===== src/rtl/i2c_page_slave.sv =====
module i2c_page_slave #(
  parameter int DEPTH = 16,
  parameter int DW    = 8
) (
  input  logic                         clk,
  input  logic                         rst_n,
  input  logic                         scl_in,
  input  logic                         sda_in,
  output logic                         sda_oe,
  output logic                         cm_valid,
  input  logic                         cm_ready,
  output logic [DW-1:0]                cm_data,
  output logic [$clog2(DEPTH+1)-1:0]   cm_count
);
  localparam int AW  = $clog2(DEPTH);
  localparam int CW  = $clog2(DEPTH+1);
  localparam int BCW = $clog2(DW+1);

  typedef enum logic [1:0] {S_IDLE, S_BITS, S_ACK, S_OUT} st_t;

  logic [2:0] scl_p, sda_p;
  always_ff @(posedge clk or negedge rst_n)
    if (!rst_n) begin
      scl_p <= '1;
      sda_p <= '1;
    end else begin
      scl_p <= {scl_p[1:0], scl_in};
      sda_p <= {sda_p[1:0], sda_in};
    end

  logic scl, scl_d, sda, sda_d;
  assign scl   = scl_p[1];
  assign scl_d = scl_p[2];
  assign sda   = sda_p[1];
  assign sda_d = sda_p[2];

  logic start_c, stop_c, rise, fall;
  assign start_c = scl & scl_d & sda_d & ~sda;
  assign stop_c  = scl & scl_d & ~sda_d & sda;
  assign rise    = scl & ~scl_d;
  assign fall    = ~scl & scl_d;

  st_t            st;
  logic [BCW-1:0] bitcnt;
  logic [DW-1:0]  shreg;
  logic           addr_phase;
  logic [AW-1:0]  wr_ptr, rd_ptr;
  logic [CW-1:0]  fill, left;
  logic           oe;
  logic [DW-1:0]  mem [DEPTH];

  logic byte_end, we;
  assign byte_end = (st == S_BITS) && !stop_c && !start_c && fall && (bitcnt == BCW'(DW));
  assign we       = byte_end && !addr_phase;

  always_ff @(posedge clk)
    if (we) mem[wr_ptr] <= shreg;

  always_ff @(posedge clk or negedge rst_n)
    if (!rst_n) begin
      st         <= S_IDLE;
      bitcnt     <= '0;
      shreg      <= '0;
      addr_phase <= 1'b1;
      wr_ptr     <= '0;
      rd_ptr     <= '0;
      fill       <= '0;
      left       <= '0;
      oe         <= 1'b0;
    end else begin
      case (st)
        S_IDLE:
          if (start_c) begin
            st         <= S_BITS;
            bitcnt     <= '0;
            addr_phase <= 1'b1;
            fill       <= '0;
            wr_ptr     <= '0;
          end
        S_BITS, S_ACK:
          if (stop_c) begin
            oe <= 1'b0;
            if (fill != '0) begin
              st     <= S_OUT;
              rd_ptr <= wr_ptr - AW'(fill);
              left   <= fill;
            end else begin
              st <= S_IDLE;
            end
          end else if (start_c) begin
            oe         <= 1'b0;
            st         <= S_BITS;
            bitcnt     <= '0;
            addr_phase <= 1'b1;
          end else if (st == S_BITS) begin
            if (rise && bitcnt != BCW'(DW)) begin
              shreg  <= {shreg[DW-2:0], sda};
              bitcnt <= bitcnt + BCW'(1);
            end else if (byte_end) begin
              st         <= S_ACK;
              oe         <= 1'b1;
              bitcnt     <= '0;
              addr_phase <= 1'b0;
              if (we) begin
                wr_ptr <= wr_ptr + AW'(1);
                if (fill != CW'(DEPTH)) fill <= fill + CW'(1);
              end
            end
          end else if (fall) begin
            oe <= 1'b0;
            st <= S_BITS;
          end
        S_OUT:
          if (cm_ready) begin
            rd_ptr <= rd_ptr + AW'(1);
            left   <= left - CW'(1);
            if (left == CW'(1)) begin
              st   <= S_IDLE;
              fill <= '0;
            end
          end
        default: st <= S_IDLE;
      endcase
    end

  assign sda_oe   = oe;
  assign cm_valid = (st == S_OUT);
  assign cm_data  = mem[rd_ptr];
  assign cm_count = fill;
endmodule


===== config.mk =====
export PLATFORM = sky130hd
export DESIGN_NAME = i2c_page_slave
export DESIGN_NICKNAME = d
export VERILOG_FILES = /design/src/rtl/i2c_page_slave.sv
export SDC_FILE = /design/constraint.sdc
export NUM_CORES = 1
export LEC_CHECK = 0
export ABC_AREA = 1
export BUFFER_PORTS_ARGS = -buffer_cell sky130_fd_sc_hd__clkbuf_2
export CORE_MARGIN = 8
export CORE_UTILIZATION = 30
export CTS_CLUSTER_SIZE = 40
export DETAILED_ROUTE_END_ITERATION = 10
export GPL_TIMING_DRIVEN = 0
export PLACE_DENSITY_LB_ADDON = 0.12
export SETUP_SLACK_MARGIN = 0.3
export SLEW_MARGIN = 30
export SYNTH_ARGS = -nofsm -noshare
export SYNTH_HDL_FRONTEND = slang
export SYNTH_SLANG_ARGS = --single-unit

===== constraint.sdc =====
create_clock -name clk -period 2.2 [get_ports clk]
set_input_delay 0.44 -clock clk [delete_from_list [all_inputs] [get_ports clk]]
set_output_delay 0.44 -clock clk [all_outputs]
set_load 0.005 [all_outputs]

-- Word-level counts from Yosys, hierarchy flattened
Memories as Yosys holds them, arrays and structs flattened.
Cells that the tools add are included.
- add/sub/neg operators: 6
- equality and inequality tests: 28
- multiplexer cells: 59
- bitwise logic cells: 13
- reductions and logical operators: 23
- operators by type and width (operator ; count):
    2-to-1 mux 5 bit ; 13
    2-to-1 mux 4 bit ; 15
    one-hot mux 4 bit (2 select lines) ; 3
    2-to-1 mux 2 bit ; 10
    != test 2 bit, second input constant ; 10
    != test 5 bit, second input constant ; 4
    != test 4 bit, second input constant ; 4
    one-hot mux 5 bit (3 select lines) ; 1
    2-to-1 mux 1 bit ; 14
    adder 4 x 1 -> 4 bit, second input constant ; 3
    AND reduction 6 bit ; 2
    one-hot mux 5 bit (2 select lines) ; 1
    AND reduction 10 bit ; 1
    AND reduction 5 bit ; 2
    != test 3 bit, second input constant ; 3
    AND reduction 4 bit ; 2
    AND reduction 8 bit ; 1
    AND 1 bit ; 7
    logical AND 1 bit ; 6
    inverter 1 bit ; 6
    one-hot mux 2 bit (3 select lines) ; 1
    adder 5 x 1 -> 5 bit, second input constant ; 1
    == test 5 x 1 -> 1 bit, second input constant ; 1
    nonzero test 5 bit ; 1
    12 further kinds ; 17
- flip-flop bits (word level): 40
- RAM bits: 128
- output and inout bits: 15
- word-level logic and storage cells: 141
- memories: 1
- memories (memory ; words ; bits a word ; read ports ; clocked after Yosys merged registers in ; write ports ; line ; source):
    mem ; 16 ; 8 ; 1 ; 0 ; 1 ; 50 ; logic [DW-1:0] mem [DEPTH];

-- Logic depth before layout (Yosys ltp)
- depth after elaboration: 16
- depth in mapped cells: 11
- gate-level depth less buffers: 11

-- Least setup slack after synthesis
Ideal clock, no wire load.
- kind: flip-flop to flip-flop
- start point: register st[1]
- end point: memory mem[0][0] (enable)
- library setup time: 0.370 ns
- arrival time: 1.605 ns
- data required time: 1.830 ns
- path slack: 0.224 ns
- stages on the path, launching flop included: 10
- clock period less this slack: 1.976 ns
- cell sequence: dfrtp_1 -> inv_1 -> ha_1 -> buf_4 -> nand3_1 -> nor2_2 -> nand2_1 -> inv_1 -> nand2_1 -> nor2_1
- word-level cells in the longest chain between the ends: 8
- RTL lines (what ; line ; source):
    start: declaration ; 43 ; st_t st;
    start signal: assignment ; 61 ; st <= S_IDLE;
    start signal: assignment ; 74 ; st <= S_BITS;
    start signal: assignment ; 84 ; st <= S_OUT;
    == test 2 x 1 -> 1 bit ; 53 ; assign byte_end = (st == S_BITS) && !stop_c && !start_c && fall && (bitcnt == BCW'(DW));
    logical AND 1 bit (4 in a row) ; 53 ;
    logical AND 1 bit ; 54 ; assign we = byte_end && !addr_phase;
    2-to-1 mux 1 bit ; 57 ; if (we) mem[wr_ptr] <= shreg;
    2-to-1 mux 1 bit (implied by the code) ; 57 ;
    end: declaration ; 50 ;
No other way between the ends.

-- Worst setup path in the final report
- start point: register rd_ptr[0]
- end point: output port cm_data[4]
- word-level cells in the longest chain between the ends: 1
- RTL lines (what ; line ; source):
    start: declaration ; 47 ; logic [AW-1:0] wr_ptr, rd_ptr;
    start signal: assignment ; 85 ; rd_ptr <= wr_ptr - AW'(fill);
    start signal: assignment ; 115 ; rd_ptr <= rd_ptr + AW'(1);
    memory read (16 x 8 bit) ; -- ;
    end: declaration ; 12 ; output logic [DW-1:0] cm_data,
No other way between the ends.

==> flow_summary.ini <==
[global_routing]
grt_pass1_vias = 5567
grt_pass1_wl_um = 31800
overflow = 0
antenna_found_initial = 0
grt_use_total_pct = 13.5
grt_max_degree = 41

[floorplanning]
die_h_um = 176
die_x_um = 176
start_util_pct = 30.5
die_area_mm2 = 0.0309
design.core.area_mm2 = 0.0251
pin_count = 20
row_count = 58

[pwr]
power_density_mw_per_mm2 = 1260
vdd_drop_max_uv = 735
leakage_nw = 3.77

[status]
violations = negative setup slack
status = finished, violations left

[detailed_routing]
drtIter0Drc = 347
drt_pass1_iterations = 5
final_antenna_net_count = 0
num_vias = 5511
finalWirelength_um = 20700
viasPerCell = 4.83
remaining_drc_errors = 0
wl_per_cell_um = 18.2

[clock_network]
clockBufferDepth = 2
clock-sinks = 168
clock_latency_ns = 0.43
cts_tree = done
clkSlewWorstSetupHoldPaths_ns = 0.07
hold_buffers = 0
htreeDepth = 4
cts_buffers = 17
cts_root_buf = clkbuf_16

[timing]
layout_min_cycle_time_ns = 2.48
hold_viol_final = 0
fin_ws_ns = -0.283
slew_headroom_pct = 47.1
worstMarginPinSlew_ns = 0.793
hold_slack_ns = 0.0364
fmax_mhz = 403
rsz0062_at_grt = true
drv_slew = 0
min_period_over_period_pct = 113
skew_ns = 0.0121
setup-violations-final = 8

[logic_synthesis]
synthTopCellsByCount = nand2_1, edfxtp_1, nor2_1, nand3_1
ys.flop_type = edfxtp_1
synth_top_area_share_pct = 50.3
synth_edf_count = 128
syn_avg_cell_area_um2 = 10.6
yosysUniqueCellTypes = 36
async_reset_ff_share_pct = 23.8
syn_area_mm2 = 0.00765
synth.area.top_cells = edfxtp_1, dfrtp_1, nand2_1
synth_most_common_cell = nand2_1
ys_seq_area_share_pct = 63.5
ys_ff_latch = 168
syn_nets = 747
ys.warnings.count = 0
syn_inst = 723
yosysTopAreaCell = edfxtp_1

[setup_path]
startpoint_type = flop
required_ns = 1.76
r2r_slack_ns = 0.38
critPathKind = flop to output port
crit_path_end_kind = output port
cp.arrival_ns = 2.04
worst-path-max-fanout = 7

[final_layout]
finalNetCount = 821
n_antenna_cell = 0
drive_gt1_share_pct = 25.9
fillerInstances = 2506
area_growth_syn_to_layout_pct = 26.6

[place]
dp_slack_ns = -0.512
dp_hpwl_um = 13500
place_congestion = 0.791
port_buffers = 19

[job]
cap_viol_max_count = 0

[worst_hold_path]
min_path_type = input pin to asynchronous set/reset pin
-- routing by layer --
metal | global-route usage (%) | share of wire (%) | vias up
met1 | 16.6 | 44 | 2741
met5 | 0 | 0 | -
met4 | 4.06 | 1.7 | 0
met3 | 2.86 | 3.5 | 19
li1 | - | - | 2643
met2 | 23.5 | 51 | 108
-- registers in the layout, summed over array words and instances (netlist names) --
name,cells
addr_phase,1
bitcnt,4
cm_count,5
left,5
mem,128
rd_ptr,4
scl_p,3
sda_oe,1
sda_p,3
shreg,8
st,2
wr_ptr,4
-- kinds of logic (layout without fill, tap and decap cells) --
group	Yosys count	after routing	synth area share (%)
DFF	168	168	63.5
buffers and inverters	85	172	4.74
and+or+nand+nor	341	341	19.8
xor gates and xnor gates	9	9	1.03
adders and majority gates	19	19	3.21
AOI/OAI and AO/OA	101	101	7.72
-- final cells by class --
cell class,instances,area [um2],share of cell area (%)
sequential,168,4860,50.1
buffer,28,274,2.83
multi-input combinational,470,2780,28.7
clock inverter,15,156,1.61
timing repair buffer,55,538,5.56
tap,330,413,4.26
inverter,57,241,2.49
clock buffer,17,425,4.39
-- cell usage in the layout (no fill, tap or decap), drive strengths merged, types with 2 or more instances in the layout --
| cell type | synthesis | routed |
|---|---|---|
| inv | 55 | 60 |
| nand2 | 193 | 193 |
| clkinv | 2 | 10 |
| xor2 | 7 | 7 |
| clkinvlp | 0 | 2 |
| o211ai | 16 | 16 |
| dfstp | 7 | 7 |
| nor2 | 63 | 63 |
| xnor2 | 2 | 2 |
| nand4 | 30 | 30 |
| nand3 | 52 | 52 |
| clkbuf | 8 | 36 |
| ha | 18 | 18 |
| dfrtp | 33 | 33 |
| buf | 20 | 64 |
| o21ai | 58 | 58 |
| edfxtp | 128 | 128 |
| a21oi | 24 | 24 |
| nand3b | 2 | 2 |
-- where the power goes --
group	internal, mW	switching (mW)	total [mW]	leakage (nW)
logic	1.90	2.99	4.90	1.77
clock network	1.51	1.42	2.93	0.278
registers	3.82	0.511	4.33	1.72
total	7.23	4.93	12.2	3.77
-- stage by stage --
stage	total power [mW]	cell area (um2)	utilization (%)	instances	setup TNS [ns]
after detailed placement	8.41	8160	32.5	1072	-53.55
after global placement	8.36	8160	32.5	1072	-50.01
after global routing	12.9	9680	38.6	1140	-2.70
after floorplan	6.93	7650	-	723	0
after CTS	11.8	9370	37.3	1126	-2.05
final	12.2	9680	38.6	1140	-1.85
-- final timing paths --
kind	startpoint	endpoint	depth (start not counted)
min	rst_n	cm_count[0]$_DFFE_PN0P_	1
max in group asynchronous	rst_n	rd_ptr[1]$_DFFE_PN0P_	1
max reg2reg	st[1]$_DFFE_PN0P_	mem[15][6]$_DFFE_PP_	9
min in group clk	scl_in	scl_p[0]$_DFF_PN1_	1
min reg2reg	scl_p[0]$_DFF_PN1_	scl_p[1]$_DFF_PN1_	0
max	rd_ptr[0]$_DFFE_PN0P_	cm_data[4]	9
-- timing repair --
| item | in CTS | in global routing |
|---|---|---|
| cloned | 1 | 1 |
| endpoints found under the setup margin | 140 | 142 |
| gates resized for setup | 111 | 58 |
| pin swaps | 35 | 43 |
| buffers inserted | 21 | 13 |
-- critical path, cell delays in order (launching register included) --
cell and delay (ns):
dfrtp_1 0.43, buf_6 0.16, inv_6 0.06, buf_8 0.11, buf_4 0.10, nor2_1 0.03, o211ai_1 0.33, nand4_1 0.18
nand2_1 0.11, buf_2 0.11
No activity file was read; power rests on OpenSTA's default activity.
